File: src/rtl/stat_irq_pkg.sv
package stat_irq_pkg;
  typedef enum logic [1:0] {
    MODE_EVT  = 2'd0,
    MODE_RISE = 2'd1,
    MODE_FALL = 2'd2,
    MODE_BOTH = 2'd3
  } bit_mode_e;

  localparam int ADDR_INFO  = 'h12;
  localparam int ADDR_SUM   = 'h13;
  localparam int ADDR_STAT0 = 'h14;
  localparam int ADDR_MASK0 = 'h18;
endpackage

File: src/rtl/cond_sync.sv
module cond_sync #(
  parameter int W = 8
) (
  input  logic         clk_i,
  input  logic         rst_ni,
  input  logic [W-1:0] d_i,
  output logic [W-1:0] q_o
);
  logic [W-1:0] s1_q, s2_q;

  always_ff @(posedge clk_i or negedge rst_ni) begin
    if (!rst_ni) begin
      s1_q <= '0;
      s2_q <= '0;
    end else begin
      s1_q <= d_i;
      s2_q <= s1_q;
    end
  end

  assign q_o = s2_q;
endmodule

File: src/rtl/stat_reg.sv
module stat_reg
  import stat_irq_pkg::*;
#(
  parameter int             W    = 8,
  parameter logic [2*W-1:0] MODE = '0
) (
  input  logic         clk_i,
  input  logic         rst_ni,
  input  logic [W-1:0] lvl_i,
  input  logic [W-1:0] evt_i,
  input  logic [W-1:0] clr_i,
  output logic [W-1:0] stat_o
);
  logic [W-1:0] prev_q, stat_q, set_w;

  always_comb begin
    for (int b = 0; b < W; b++) begin
      case (bit_mode_e'(MODE[2*b +: 2]))
        MODE_EVT:  set_w[b] = evt_i[b];
        MODE_RISE: set_w[b] = lvl_i[b] & ~prev_q[b];
        MODE_FALL: set_w[b] = ~lvl_i[b] & prev_q[b];
        default:   set_w[b] = lvl_i[b] ^ prev_q[b];
      endcase
    end
  end

  always_ff @(posedge clk_i or negedge rst_ni) begin
    if (!rst_ni) begin
      prev_q <= '0;
      stat_q <= '0;
    end else begin
      prev_q <= lvl_i;
      // set wins over a same-cycle clear
      stat_q <= (stat_q & ~clr_i) | set_w;
    end
  end

  assign stat_o = stat_q;
endmodule

File: src/rtl/irq_sum.sv
module irq_sum #(
  parameter int NUM_REGS = 4,
  parameter int REG_W    = 8
) (
  input  logic [NUM_REGS-1:0][REG_W-1:0] stat_i,
  input  logic [NUM_REGS-1:0][REG_W-1:0] mask_i,
  output logic [NUM_REGS-1:0]            sum_o,
  output logic                           irq_no
);
  always_comb begin
    for (int r = 0; r < NUM_REGS; r++) sum_o[r] = |(stat_i[r] & mask_i[r]);
  end

  assign irq_no = ~|sum_o;
endmodule

File: src/rtl/stat_irq_ctrl.sv
module stat_irq_ctrl
  import stat_irq_pkg::*;
#(
  parameter int NUM_REGS = 4,
  parameter int REG_W    = 8,
  parameter int ADDR_W   = 8,
  parameter logic [2*NUM_REGS*REG_W-1:0] MODE =
    {16'h0000, 16'h5555, 16'hAA55, 16'hFFFF},
  parameter logic [NUM_REGS*REG_W-1:0]   PAIR = 32'h0000_F000
) (
  input  logic                      clk_i,
  input  logic                      rst_ni,
  input  logic [NUM_REGS*REG_W-1:0] cond_i,
  input  logic [NUM_REGS*REG_W-1:0] evt_i,
  input  logic [REG_W-1:0]          info_i,
  input  logic [ADDR_W-1:0]         addr_i,
  input  logic                      we_i,
  input  logic [REG_W-1:0]          wdata_i,
  output logic [REG_W-1:0]          rdata_o,
  output logic                      irq_no
);
  localparam int NBITS = NUM_REGS * REG_W;
  localparam int HALF  = REG_W / 2;

  logic [NBITS-1:0]                cond_s, src_lvl;
  logic [REG_W-1:0]                info_s;
  logic [NUM_REGS-1:0][REG_W-1:0]  stat_q, mask_q, clr_w;
  logic [NUM_REGS-1:0]             sum_w;

  cond_sync #(.W(NBITS)) u_cond_sync (
    .clk_i, .rst_ni, .d_i(cond_i), .q_o(cond_s)
  );

  cond_sync #(.W(REG_W)) u_info_sync (
    .clk_i, .rst_ni, .d_i(info_i), .q_o(info_s)
  );

  // paired bits follow the partner condition in the lower half
  always_comb begin
    for (int i = 0; i < NBITS; i++) begin
      if (PAIR[i] && (i % REG_W) >= HALF) src_lvl[i] = cond_s[i-HALF];
      else                                src_lvl[i] = cond_s[i];
    end
  end

  for (genvar r = 0; r < NUM_REGS; r++) begin : g_reg
    localparam logic [ADDR_W-1:0] STAT_A = ADDR_W'(ADDR_STAT0 + r);
    localparam logic [ADDR_W-1:0] MASK_A = ADDR_W'(ADDR_MASK0 + r);

    assign clr_w[r] = (we_i && addr_i == STAT_A) ? wdata_i : '0;

    stat_reg #(
      .W   (REG_W),
      .MODE(MODE[r*2*REG_W +: 2*REG_W])
    ) u_stat (
      .clk_i,
      .rst_ni,
      .lvl_i (src_lvl[r*REG_W +: REG_W]),
      .evt_i (evt_i[r*REG_W +: REG_W]),
      .clr_i (clr_w[r]),
      .stat_o(stat_q[r])
    );

    always_ff @(posedge clk_i or negedge rst_ni) begin
      if (!rst_ni)                      mask_q[r] <= '0;
      else if (we_i && addr_i == MASK_A) mask_q[r] <= wdata_i;
    end
  end

  irq_sum #(.NUM_REGS(NUM_REGS), .REG_W(REG_W)) u_irq_sum (
    .stat_i(stat_q), .mask_i(mask_q), .sum_o(sum_w), .irq_no(irq_no)
  );

  always_comb begin
    rdata_o = '0;
    if (addr_i == ADDR_W'(ADDR_INFO)) rdata_o = info_s;
    if (addr_i == ADDR_W'(ADDR_SUM))  rdata_o[NUM_REGS-1:0] = sum_w;
    for (int r = 0; r < NUM_REGS; r++) begin
      if (addr_i == ADDR_W'(ADDR_STAT0 + r)) rdata_o = stat_q[r];
      if (addr_i == ADDR_W'(ADDR_MASK0 + r)) rdata_o = mask_q[r];
    end
  end
endmodule

File: config.mk
export PLATFORM = sky130hd
export DESIGN_NAME = stat_irq_ctrl
export DESIGN_NICKNAME = d
export VERILOG_FILES = /design/src/rtl/stat_irq_pkg.sv /design/src/rtl/cond_sync.sv /design/src/rtl/stat_reg.sv /design/src/rtl/irq_sum.sv /design/src/rtl/stat_irq_ctrl.sv
export SDC_FILE = /design/constraint.sdc
export NUM_CORES = 1
export LEC_CHECK = 0
export BUFFER_PORTS_ARGS = -buffer_cell sky130_fd_sc_hd__buf_2
export CELL_PAD_IN_SITES_DETAIL_PLACEMENT = 1
export CELL_PAD_IN_SITES_GLOBAL_PLACEMENT = 1
export CORE_MARGIN = 3
export CORE_UTILIZATION = 50
export CTS_CLUSTER_SIZE = 10
export DETAILED_ROUTE_END_ITERATION = 7
export PLACE_DENSITY_LB_ADDON = 0.05
export SLEW_MARGIN = 5
export SYNTH_ARGS = -nofsm -noshare
export SYNTH_HDL_FRONTEND = slang
export SYNTH_HIERARCHICAL = 1
export SYNTH_SLANG_ARGS = --single-unit
File: constraint.sdc
create_clock -name clk_i -period 4.2 [get_ports clk_i]
set_input_delay 0 -clock clk_i [delete_from_list [all_inputs] [get_ports clk_i]]
set_output_delay 0 -clock clk_i [all_outputs]
set_load 0.005 [all_outputs]
==> results.md <==
- Outcome: finished clean
- Worst setup SP type: flip-flop
- Die area: 13140 um2
- Commonest non-fill, non-tap cell in the layout: dfrtp_1
- # IOs: 100
- # setup viols final: 0
- Worst r2r src: mask_q[3]
- # fillers: 1164
- GR Util met3: 0.06660
- GRT Util Overall: 0.2555
- Number of global-route vias before repair: 4580
- Slew Limit Fails: 0
- Detailed Routing Iterations Pass 1: 4
- Final Critical Period: 2446 ps
- Fin nets: 677
- RSZ-0062 raised after global routing: false
- CP arrival: 2450 ps
- Die span in x: 114.6 um
- Flop-to-flop setup slack: 3380 ps
- Most frequent cells in the layout: dfrtp_1, buf_2, inv_1, dlygate4sd3_1, and2_1
- Layout area overhead: 24.30%
- Leak: 3.403 nW
- Clock root buffer: clkbuf_16
- Setup bufs post-CTS: 0
- Final ANT Viol Nets: 0
- Initial antenna violation count: 0
- CP max FO: 3
- Clock Pin Slew Worst Setup and Hold Paths: 60 ps
- GRT met1 Usage: 0.3247
- Critical path required time: 4200 ps
- Worst slack, placed: 1960 ps
- Clock sinks: 144
- R2R depth: 1
- Clk_lat worst skew: 420 ps
- Critical path endpoint category: output pin
- HP Start: wdata_i[3]
- Peak supply drop: 0.5003 mV
- Post-Synthesis Cells: 480
- Vias/cell: 5.580
- Port bufs: 63
- GRT overflow: 0
- Clk buf depth: 2
- Core ar.: 11470 um2
- DRC: 0
- Starting Density: 0.5146
- Net Count, Synth: 571
- Final Hold Fails: 0
- Period utilization: 0.5824
- Worst Hold Class: primary input to flip-flop
- Worst Skew: 3.973 ps
- Cell Area, Synth: 5901 um2
- Largest net degree at the start of global routing: 115
- Placer Congestion: 0.8585
- Die extent in y: 114.6 um
- Syn Area/Cell: 12.29 um2
- Reg-to-Reg End: mask_q[3]
- Vias: 4140
- GR peak layer: met2
- PD cells: 443.5 nW/um2
- Hpwl dp: 10260 um
- H-tree levels: 4
- First-pass GRT wire length: 24850 um
- Post-CTS Resized: 0
- PnR worst setup slack: 1754 ps
- Critical path class: flip-flop to output pin
- Worst-margin pin slew: 1004 ps
- Inserted Diodes: 0
- Setup TNS: 0 ps
- GR Util met2: 0.4311
- 1st-iter DRT viols: 286
- Post-DR wirelength/cell: 21.04 um
- CTS tree: built
- Worst rel slew slack: 0.3306
- Fmax: 408.8 MHz
- Min Hold Slack: 18.69 ps
- Total wire length: 15610 um
- Syn. warnings: 6
- Max-cap viol count: 0
- Num rows: 39
- Worst Hold Depth: 2
- Worst hold path endpoint: mask_q[27]
- Total CTS buffers: 17
- Layout cells sized above 1: 0.2604
==> area by class of cell <==
class / count / area (um2) / share of cell area
Inverter: 49 / 183.9 / 0.02508
Clock inverter: 11 / 155.1 / 0.02115
Multi-Input combinational cell: 272 / 2043 / 0.2786
Clock buffer: 21 / 460.4 / 0.06278
Sequential cell: 144 / 3603 / 0.4913
Timing Repair Buffer: 102 / 709.4 / 0.09672
Tap cell: 143 / 178.9 / 0.02439
==> where the power goes <==
| group | leakage, nW | total [mW] | switching, mW | internal (mW) |
|---|---|---|---|---|
| clock | 0.292 | 1.55 | 0.581 | 0.972 |
| combinational | 1.46 | 0.224 | 0.127 | 0.0970 |
| sequential | 1.65 | 1.48 | 0.0336 | 1.44 |
| total | 3.40 | 3.25 | 0.742 | 2.51 |
==> metal layers <==
layer	wire, um	up-vias
li1	-	1893
met1	6612	2116
met2	7827	114
met3	896	17
met4	273	0
met5	0	-
==> flip-flops by register name (all words and copies together), names as in the netlist <==
register and flops:
u_info_sync/s1_q 8, mask_q 32, u_info_sync/q_o 8, g.u_stat/stat_o 32, u_cond_sync/q_o 20, g.u_stat/prev_q 24
u_cond_sync/s1_q 20
==> worst max path at each step <==
| stage | start | to | slack (ps) | cells after the start |
|---|---|---|---|---|
| final | g_reg[3].u_stat/stat_o[1] | rdata_o[3] | 1750 | 8 |
| after global routing | g_reg[3].u_stat/stat_o[2] | rdata_o[3] | 1640 | 8 |
| after CTS | g_reg[3].u_stat/stat_o[1] | rdata_o[3] | 1730 | 8 |
| after detailed placement | addr_i[1] | rdata_o[6] | 1960 | 6 |
| after global placement | addr_i[5] | g_reg[0].u_stat/stat_o[5] | 2050 | 7 |
| after floorplan | addr_i[5] | g_reg[3].u_stat/stat_o[0] | 2700 | 8 |
==> through the flow <==
| step | power, mW | util | cells | cell area (um2) |
|---|---|---|---|---|
| 3_5_place_dp | 1.696 | 0.5528 | 672 | 6339 |
| 3_3_place_gp | 1.685 | 0.5528 | 672 | 6339 |
| 4_1_cts | 3.286 | 0.6396 | 742 | 7335 |
| 5_1_grt | 3.377 | 0.6396 | 742 | 7335 |
| 2_1_floorplan | 1.586 | - | 480 | 5901 |
| 6_report | 3.253 | 0.6396 | 742 | 7335 |
==> critical path: stages (launching register included) <==
cell and delay [ps]:
dfrtp_1 400, a22oi_1 250, nand4_1 230, mux2_2 340, a31oi_1 180, a211oi_1 130
a211oi_1 230, a211oi_1 80, buf_2 180
==> repair_timing <==
action                     CTS  global route
setup endpoints to repair    0             0
hold endpoints to repair   150             0
hold buffers                38             0
(Power assumes the default switching activity.)
